File: src/rtl/acc_pkg.sv
package acc_pkg;

  // Operation codes; values matter because the decoder compares against them.
  localparam logic [3:0] OPC_STOP  = 4'd0;
  localparam logic [3:0] OPC_LOAD  = 4'd1;
  localparam logic [3:0] OPC_STORE = 4'd2;
  localparam logic [3:0] OPC_ADD   = 4'd5;

  // Phase sequence of one instruction.
  typedef enum logic [2:0] {
    PH_IDLE,
    PH_FETCH_REQ,
    PH_FETCH_WAIT,
    PH_EXEC_REQ,
    PH_EXEC_DONE,
    PH_STOPPED
  } phase_e;

endpackage

File: src/rtl/acc_decode.sv
module acc_decode
  import acc_pkg::*;
#(
  parameter int ADDR_W = 12,
  parameter int OPC_W  = 4,
  localparam int WORD_W = OPC_W + ADDR_W
) (
  input  logic [WORD_W-1:0] ir,
  output logic [ADDR_W-1:0] oper_addr,
  output logic              is_load,
  output logic              is_store,
  output logic              is_add,
  output logic              is_stop
);

  logic [OPC_W-1:0] opc;

  // Opcode occupies the top field, operand address the low field.
  assign opc       = ir[WORD_W-1 -: OPC_W];
  assign oper_addr = ir[ADDR_W-1:0];

  assign is_load  = (opc == OPC_W'(OPC_LOAD));
  assign is_store = (opc == OPC_W'(OPC_STORE));
  assign is_add   = (opc == OPC_W'(OPC_ADD));
  assign is_stop  = (opc == OPC_W'(OPC_STOP));

endmodule

File: src/rtl/acc_seq.sv
module acc_seq
  import acc_pkg::*;
(
  input  logic clk,
  input  logic rst_n,
  input  logic start,
  input  logic is_stop,
  output logic fetch_req,
  output logic fetch_done,
  output logic exec_req,
  output logic exec_done,
  output logic halted
);

  phase_e ph_q, ph_d;

  always_comb begin
    ph_d = ph_q;
    unique case (ph_q)
      PH_IDLE:       if (start) ph_d = PH_FETCH_REQ;
      PH_FETCH_REQ:  ph_d = PH_FETCH_WAIT;
      PH_FETCH_WAIT: ph_d = PH_EXEC_REQ;
      PH_EXEC_REQ:   ph_d = is_stop ? PH_STOPPED : PH_EXEC_DONE;
      PH_EXEC_DONE:  ph_d = PH_FETCH_REQ;
      PH_STOPPED:    ph_d = PH_STOPPED;
      default:       ph_d = PH_IDLE;
    endcase
  end

  always_ff @(posedge clk) begin
    if (!rst_n) ph_q <= PH_IDLE;
    else        ph_q <= ph_d;
  end

  // Named phase events shared with the datapath and the assertions.
  assign fetch_req  = (ph_q == PH_FETCH_REQ);
  assign fetch_done = (ph_q == PH_FETCH_WAIT);
  assign exec_req   = (ph_q == PH_EXEC_REQ);
  assign exec_done  = (ph_q == PH_EXEC_DONE);
  assign halted     = (ph_q == PH_STOPPED);

  AST_HALT_STICKY: assert property (@(posedge clk) disable iff (!rst_n)
    halted |=> halted);

  AST_FETCH_LEADS_EXEC: assert property (@(posedge clk) disable iff (!rst_n)
    fetch_done |=> (exec_req && !fetch_req));

endmodule

File: src/rtl/acc_datapath.sv
module acc_datapath #(
  parameter int ADDR_W = 12,
  parameter int OPC_W  = 4,
  localparam int WORD_W = OPC_W + ADDR_W
) (
  input  logic              clk,
  input  logic              rst_n,
  input  logic              fetch_req,
  input  logic              fetch_done,
  input  logic              exec_req,
  input  logic              exec_done,
  input  logic              is_load,
  input  logic              is_store,
  input  logic              is_add,
  input  logic [ADDR_W-1:0] oper_addr,
  input  logic [WORD_W-1:0] mem_rdata,
  output logic [WORD_W-1:0] ir,
  output logic [ADDR_W-1:0] mem_addr,
  output logic [WORD_W-1:0] mem_wdata,
  output logic              mem_we
);

  logic [ADDR_W-1:0] pc_q;
  logic [WORD_W-1:0] acc_q;
  logic [WORD_W-1:0] ir_q;
  logic              acc_take;
  logic              acc_sum_ev;

  // Wrapping sum: the carry out of the top bit is dropped.
  function automatic logic [WORD_W-1:0] acc_sum(input logic [WORD_W-1:0] a,
                                                input logic [WORD_W-1:0] b);
    logic [WORD_W:0] wide;
    wide = {1'b0, a} + {1'b0, b};
    return wide[WORD_W-1:0];
  endfunction

  assign acc_take   = exec_done && is_load;
  assign acc_sum_ev = exec_done && is_add;

  always_ff @(posedge clk) begin
    if (!rst_n) begin
      pc_q  <= '0;
      ir_q  <= '0;
      acc_q <= '0;
    end else begin
      if (fetch_done) begin
        ir_q <= mem_rdata;
        pc_q <= pc_q + 1'b1;
      end
      if (acc_take)        acc_q <= mem_rdata;
      else if (acc_sum_ev) acc_q <= acc_sum(acc_q, mem_rdata);
    end
  end

  assign ir        = ir_q;
  assign mem_addr  = fetch_req ? pc_q : oper_addr;
  assign mem_wdata = acc_q;
  assign mem_we    = exec_req && is_store;

  AST_PC_STEP: assert property (@(posedge clk) disable iff (!rst_n)
    fetch_done |=> (pc_q - $past(pc_q)) == ADDR_W'(1));

  AST_PC_HOLD: assert property (@(posedge clk) disable iff (!rst_n)
    !fetch_done |=> $stable(pc_q));

  AST_ACC_HOLD: assert property (@(posedge clk) disable iff (!rst_n)
    (exec_done && !is_load && !is_add) |=> $stable(acc_q));

  AST_ADD_WRAP: assert property (@(posedge clk) disable iff (!rst_n)
    acc_sum_ev |=> (acc_q - $past(acc_q)) == $past(mem_rdata));

  AST_IR_HOLD: assert property (@(posedge clk) disable iff (!rst_n)
    !fetch_done |=> $stable(ir_q));

endmodule

File: src/rtl/acc_core.sv
module acc_core #(
  parameter int ADDR_W = 12,
  parameter int OPC_W  = 4,
  localparam int WORD_W = OPC_W + ADDR_W
) (
  input  logic              clk,
  input  logic              rst_n,
  input  logic              start,
  output logic [ADDR_W-1:0] mem_addr,
  output logic [WORD_W-1:0] mem_wdata,
  output logic              mem_we,
  input  logic [WORD_W-1:0] mem_rdata,
  output logic              halted
);

  logic              fetch_req, fetch_done, exec_req, exec_done;
  logic              is_load, is_store, is_add, is_stop;
  logic [ADDR_W-1:0] oper_addr;
  logic [WORD_W-1:0] ir;

  acc_seq u_seq (
    .clk        (clk),
    .rst_n      (rst_n),
    .start      (start),
    .is_stop    (is_stop),
    .fetch_req  (fetch_req),
    .fetch_done (fetch_done),
    .exec_req   (exec_req),
    .exec_done  (exec_done),
    .halted     (halted)
  );

  acc_decode #(.ADDR_W(ADDR_W), .OPC_W(OPC_W)) u_dec (
    .ir        (ir),
    .oper_addr (oper_addr),
    .is_load   (is_load),
    .is_store  (is_store),
    .is_add    (is_add),
    .is_stop   (is_stop)
  );

  acc_datapath #(.ADDR_W(ADDR_W), .OPC_W(OPC_W)) u_dp (
    .clk        (clk),
    .rst_n      (rst_n),
    .fetch_req  (fetch_req),
    .fetch_done (fetch_done),
    .exec_req   (exec_req),
    .exec_done  (exec_done),
    .is_load    (is_load),
    .is_store   (is_store),
    .is_add     (is_add),
    .oper_addr  (oper_addr),
    .mem_rdata  (mem_rdata),
    .ir         (ir),
    .mem_addr   (mem_addr),
    .mem_wdata  (mem_wdata),
    .mem_we     (mem_we)
  );

  AST_STORE_PULSE: assert property (@(posedge clk) disable iff (!rst_n)
    mem_we |=> !mem_we);

  AST_HALT_QUIET: assert property (@(posedge clk) disable iff (!rst_n)
    halted |-> !mem_we);

endmodule

File: config.mk
export PLATFORM = sky130hd
export DESIGN_NAME = acc_core
export DESIGN_NICKNAME = d
export VERILOG_FILES = /design/src/rtl/acc_pkg.sv /design/src/rtl/acc_decode.sv /design/src/rtl/acc_seq.sv /design/src/rtl/acc_datapath.sv /design/src/rtl/acc_core.sv
export SDC_FILE = /design/constraint.sdc
export NUM_CORES = 1
export LEC_CHECK = 0
export CORE_UTILIZATION = 30
export DETAILED_ROUTE_END_ITERATION = 7
export GPL_TIMING_DRIVEN = 0
export PLACE_DENSITY = 0.48
export SLEW_MARGIN = 40
export SYNTH_ARGS = -nofsm -noshare
export SYNTH_HDL_FRONTEND = slang
export SYNTH_SLANG_ARGS = --single-unit
File: constraint.sdc
create_clock -name clk -period 4.2 [get_ports clk]
set_input_delay 0.63 -clock clk [delete_from_list [all_inputs] [get_ports clk]]
set_output_delay 0.63 -clock clk [all_outputs]
set_load 0.02 [all_outputs]
== Yosys cells after proc, flatten, opt, wreduce, memory -nomap -nowiden ==
Cells that the tools add are included.

* Register bits after elaboration: 47
* Latch bits: 0
* Bits in writable memories: 0
* Memory bits (read-only): 0
* Input port bits: 19
* Output and inout bits: 30
* Memories: 0

* Add/subtract/negate cells: 2
* $mul: 0
* Div/mod/pow operators: 0
* Magnitude comparators: 0
* Equal/unequal tests: 9
* Shifts and indexed selects: 0
* Mux-type cells: 6
* Bitwise logic cells: 0
* Reduce and logical (&&, ||, !) cells: 6

{| class="wikitable"
|+ Operators with widths
! operator !! number
|-
| 16-bit two-way mux || 2
|-
| 3-bit one-hot mux with 6 select lines || 1
|-
| 16-bit adder || 1
|-
| 12-bit by 1-bit adder with 12-bit output, second input constant || 1
|-
| 12-bit two-way mux || 1
|-
| 3-bit by 2-bit equality test with 1-bit output, second input constant || 2
|-
| 3-bit equality test, second input constant || 2
|-
| 4-bit by 1-bit equality test with 1-bit output, second input constant || 1
|-
| 4-bit by 2-bit equality test with 1-bit output, second input constant || 1
|-
| 4-bit by 3-bit equality test with 1-bit output, second input constant || 1
|-
| 4-bit zero test || 1
|-
| 3-bit by 1-bit equality test with 1-bit output, second input constant || 1
|-
| 1-bit logical AND || 3
|-
| 3-bit zero test || 1
|-
| 3-bit two-way mux || 1
|-
| 2-bit != test, second input constant || 1
|-
| 2-bit nonzero test || 1
|-
| 1-bit two-way mux || 1
|}

== Depth between registers and ports, before layout ==
* Depth after elaboration: 4
* Gate-level depth with buffers: 8
* Depth with buffers taken out: 8

== Cells and area by module ==
Synthesis repeated with hierarchy kept, for this count alone.

* Cell total of the unflattened synthesis: 321
* Area total of the unflattened synthesis: 2,905.3 µm²

{| class="wikitable"
|+ Modules (own cells, without submodules)
! module !! instances !! cells an instance !! area each (µm²)
|-
| acc_datapath || 1 || 286 || 2,621.3
|-
| acc_seq || 1 || 19 || 157.7
|-
| acc_decode || 1 || 16 || 126.4
|}

== Worst setup path before layout ==
Ideal clock, no wire load.

* Kind: input -> register
* Start: input mem_rdata[0]
* End: register u_dp.acc_q[10], in the netlist u_dp.mem_wdata[10]
* Setup time: 124 ps
* Arrival time: 2,295 ps
* Required time: 4,076 ps
* Slack: 1,780 ps
* Stages: 8
* Path through: ha_1 -> fa_1 -> a211oi_1 -> o211ai_1 -> a31o_2 -> a21oi_1 -> xor2_1 -> o21ai_0

* Word-level cells in the longest chain between the ends: 3

{| class="wikitable"
|+ Ends and longest elaborated chain
! item !! RTL line !! RTL
|-
| start: declaration || acc_core.sv:12 || <nowiki>input logic [WORD_W-1:0] mem_rdata,</nowiki>
|-
| 16-bit adder || acc_datapath.sv:33 || <nowiki>wide = {1'b0, a} + {1'b0, b};</nowiki>
|-
| 16-bit two-way mux || acc_datapath.sv:51 || <nowiki>else if (acc_sum_ev) acc_q <= acc_sum(acc_q, mem_rdata);</nowiki>
|-
| 16-bit two-way mux || acc_datapath.sv:50 || <nowiki>if (acc_take) acc_q <= mem_rdata;</nowiki>
|-
| end signal: assignment || acc_datapath.sv:50 ||
|-
| end signal: assignment || acc_datapath.sv:51 ||
|-
| end: declaration || acc_datapath.sv:24 || <nowiki>logic [WORD_W-1:0] acc_q;</nowiki>
|}

Every way passes these cells. The select of a mux whose other input is x is not followed.
A chain may end at the register's enable or synchronous reset.

== Final worst setup path ==
* Start: register u_seq.ph_q[0]
* End: output mem_addr[1]

* Word-level cells in the longest chain between the ends: 2

{| class="wikitable"
|+ Ends and longest elaborated chain
! item !! RTL line !! RTL
|-
| start: declaration || acc_seq.sv:15 || <nowiki>phase_e ph_q, ph_d;</nowiki>
|-
| start signal: assignment || acc_seq.sv:32 || <nowiki>else ph_q <= ph_d;</nowiki>
|-
| 3-bit by 1-bit equality test with 1-bit output || acc_seq.sv:36 || <nowiki>assign fetch_req = (ph_q == PH_FETCH_REQ);</nowiki>
|-
| 12-bit two-way mux || acc_datapath.sv:56 || <nowiki>assign mem_addr = fetch_req ? pc_q : oper_addr;</nowiki>
|-
| end: declaration || acc_core.sv:9 || <nowiki>output logic [ADDR_W-1:0] mem_addr,</nowiki>
|}

Every way passes these cells.

==> impl_metrics.yaml <==
status:
  status: "completed"
layout:
  fin_area_mm2: 0.00370
  diodes: 0
  area_growth_pct: 25.3
  final_nets: 429
  drive_above_1_share: 0.109
  postLayoutCoreUtil: 0.395
  fin_cells: 523
synth:
  yosys-top-cells-area: "dfxtp_1 32%, ha_1 6.8%, nand2_1 6.4%, xnor2_1 5.6%, mux2_2 5.0%"
  synthArstFlopShare: 0
  synthFlopType: "dfxtp_1"
  ys_ff_latch: 47
  netlist_area_mm2: 0.00296
  netlist_instances: 339
  synth_edf_count: 0
  synthMuxAreaShare: 0.0800
  synthXorXnorAreaFrac: 0.0682
  avgSynthCellArea_um2: 8.72
  synth_compound_area_frac: 0.207
  yosysMostFrequentCell: "nand2_1"
  synthSimpleGateAreaFrac: 0.211
  synth_top_cell_area_share: 0.318
  synth.largest_area_cell: "dfxtp_1"
  synthAdderAreaFrac: 0.0745
  ys_types: 51
  synth_nets: 375
  yosysSeqAreaShare: 0.318
  yosysWarningCount: 0
  synth_top_family_by_area: "simple AND/OR/NAND/NOR gates"
  netlist_top_cells_count: "50 x nand2_1, 47 x dfxtp_1, 19 x xnor2_1, 18 x a21boi_0, 18 x o21ai_0"
detailed_routing:
  routed_wl_um: 7720
  viasPerCell: 4.93
  wl_per_cell_um: 14.8
  drc: 0
  via_count: 2578
  drt_iter0_drc: 88
  drtPass1Iterations: 4
  antenna_left: 0
hold_path:
  holdCritPathClass: "reg -> reg"
  hold_start: "u_dp.ir[3]"
critical_path:
  crit_path_start: "u_seq.ph_q[0]"
  crit_chain: "buf_2, nor3b_1, buf_2, mux2_2, clkdlybuf4s50_1"
  critPathRequiredTime_ns: 3.57
  critical_path_depth: 5
  r2r_slack_ns: 1.75
  cpMaxStageDelayCell: "clkdlybuf4s50_1"
  critPathBufInv: 3
  r2r_start: "u_dp.mem_wdata[0]"
  endpoint_kind: "output port"
  r2r-end: "u_dp.mem_wdata[12]"
  cp_data_arrival_time_ns: 2.47
  crit_type: "reg -> out"
  start_kind: "flop"
  crit_family: "buffers and inverters"
  cp_common_cell: "buf_2"
  worstPathMaxFanout: 10
  r2r_cells: 8
  crit_path_end: "mem_addr[1]"
  critPathMaxStageDelay_ns: 0.54
die:
  die_x_um: 101
  ios: 49
  dieArea_mm2: 0.0103
  core_mm2: 0.00937
  rows: 35
  fp.dieH_um: 101
  start_util: 0.315
cts:
  clock-root-buffer: "clkbuf_8"
  clk_latency_ns: 0.30
  postCtsSetupBuffers: 0
  cts_sinks: 47
  cts.clk_slew.worst_paths_ns: 0.10
  cts.repair.resized: 0
  htree_levels: 2
  cts_max_path_buffers: 2
  cts_tree: "done"
  cts_made_buffers: 5
  postCtsHoldBufs: 0
timing:
  whs_ns: 0.470
  tightest_slew_ns: 0.733
  finalClockSkew_ns: 0.0109
  hold_violations: 0
  maxSlewHeadroom: 0.512
  fmax_ghz: 0.322
  fin_crit_ns: 3.10
  finalMaxSlewViolations: 0
  setup_violations: 0
  rsz0062_at_grt: "false"
  finalCritPeriodShare: 0.739
  setup_slack_ns: 1.10
  setup-tns-final_ns: 0
global_route:
  grt_max_degree: 17
  grt_overflow_total: 0
  grt_pass1_wl_um: 12700
  grt_util_all_layers: 0.159
  grt_pass1_vias: 2476
  grt_antenna_before_repair: 0
pwr:
  total_power_mw: 1.15
  power_density_mw_per_mm2: 310
  worst_ir_drop_vdd_v: 0.000143
  p_leak_nw: 1.42
place:
  dpl_cell_area_mm2: 0.00359
  place_ws_ns: 1.04
  dp.cells: 515
  hpwl_um: 5940
  port-buffer-count: 47
  place_congestion: 0.828
flow_run:
  maxCapViolCount: 0
registers in the layout (all words and copies together) (netlist names):
| signal | count |
|---|---|
| u_dp.ir | 16 |
| u_seq.ph_q | 3 |
| u_dp.pc_q | 12 |
| u_dp.mem_wdata | 16 |
area by class of cell:
class	instances	area, µm²
Inverter	4	15.0
Clock buffer	5	68.8
Timing Repair Buffer	47	470
Tap cell	129	161
Fill cell	1034	5670
Clock inverter	3	47.5
Sequential cell	47	941
Buffer	20	105
Multi-Input combinational cell	268	1890
routing by layer:
metal | share of wire | wire length, µm | track usage
met4 | 0.0047 | 36 | 0.0290
met5 | 0 | 0 | 0
met3 | 0.034 | 260 | 0.0269
met2 | 0.48 | 3680 | 0.273
met1 | 0.49 | 3740 | 0.212
placed cells by master, fill, tap and decap left out, types with 4 or more instances in the layout:
cell             instances
clkbuf_8                 5
clkdlybuf4s50_1         47
buf_2                    6
xnor2_1                 19
a21boi_0                18
nor3_1                   6
dfxtp_1                 47
inv_1                    4
and4b_1                  5
nand2_1                 50
mux2_2                  13
ha_1                    16
and2_1                  13
xor2_1                   4
o21ai_0                 18
nand3_1                  9
mux2i_1                  9
clkbuf_1                 8
o211ai_1                 7
a21oi_1                 16
nor2_1                  10
a31oi_1                  5
o21a_1                   5
power by group:
part / leakage [nW] / internal [mW] / total (mW) / switching [mW]
clock network: 0.0587 / 0.181 / 0.354 / 0.173
registers: 0.380 / 0.476 / 0.494 / 0.0181
logic: 0.982 / 0.136 / 0.299 / 0.163
total: 1.42 / 0.792 / 1.15 / 0.354
worst register-to-register path: stages, from the launching register on:
cell      delay (ns)
dfxtp_1         0.34
ha_1            0.25
fa_1            0.43
a211oi_1        0.35
o211ai_1        0.21
a311oi_1        0.35
xnor2_1         0.19
mux2i_1         0.11
a21oi_1         0.15
cell families (layout without fill, tap and decap cells):
logic type      after synthesis  in the layout
compound gates               89             89
simple gates                117            117
xor+xnor                     23             23
fa+ha+maj                    17             17
flops                        47             47
mux                          22             22
buf+inv                      24             79
worst min path at each step:
stage / end / slack [ns] / depth (start not counted)
final: u_dp.ir[3] / 0.47 / 2
after global routing: u_dp.ir[6] / 0.49 / 2
after CTS: u_dp.ir[6] / 0.48 / 2
after detailed placement: u_dp.ir[6] / 0.46 / 2
after global placement: u_dp.ir[11] / 0.45 / 2
after floorplan: u_dp.ir[0] / 0.44 / 2
(Power assumes the default switching activity.)
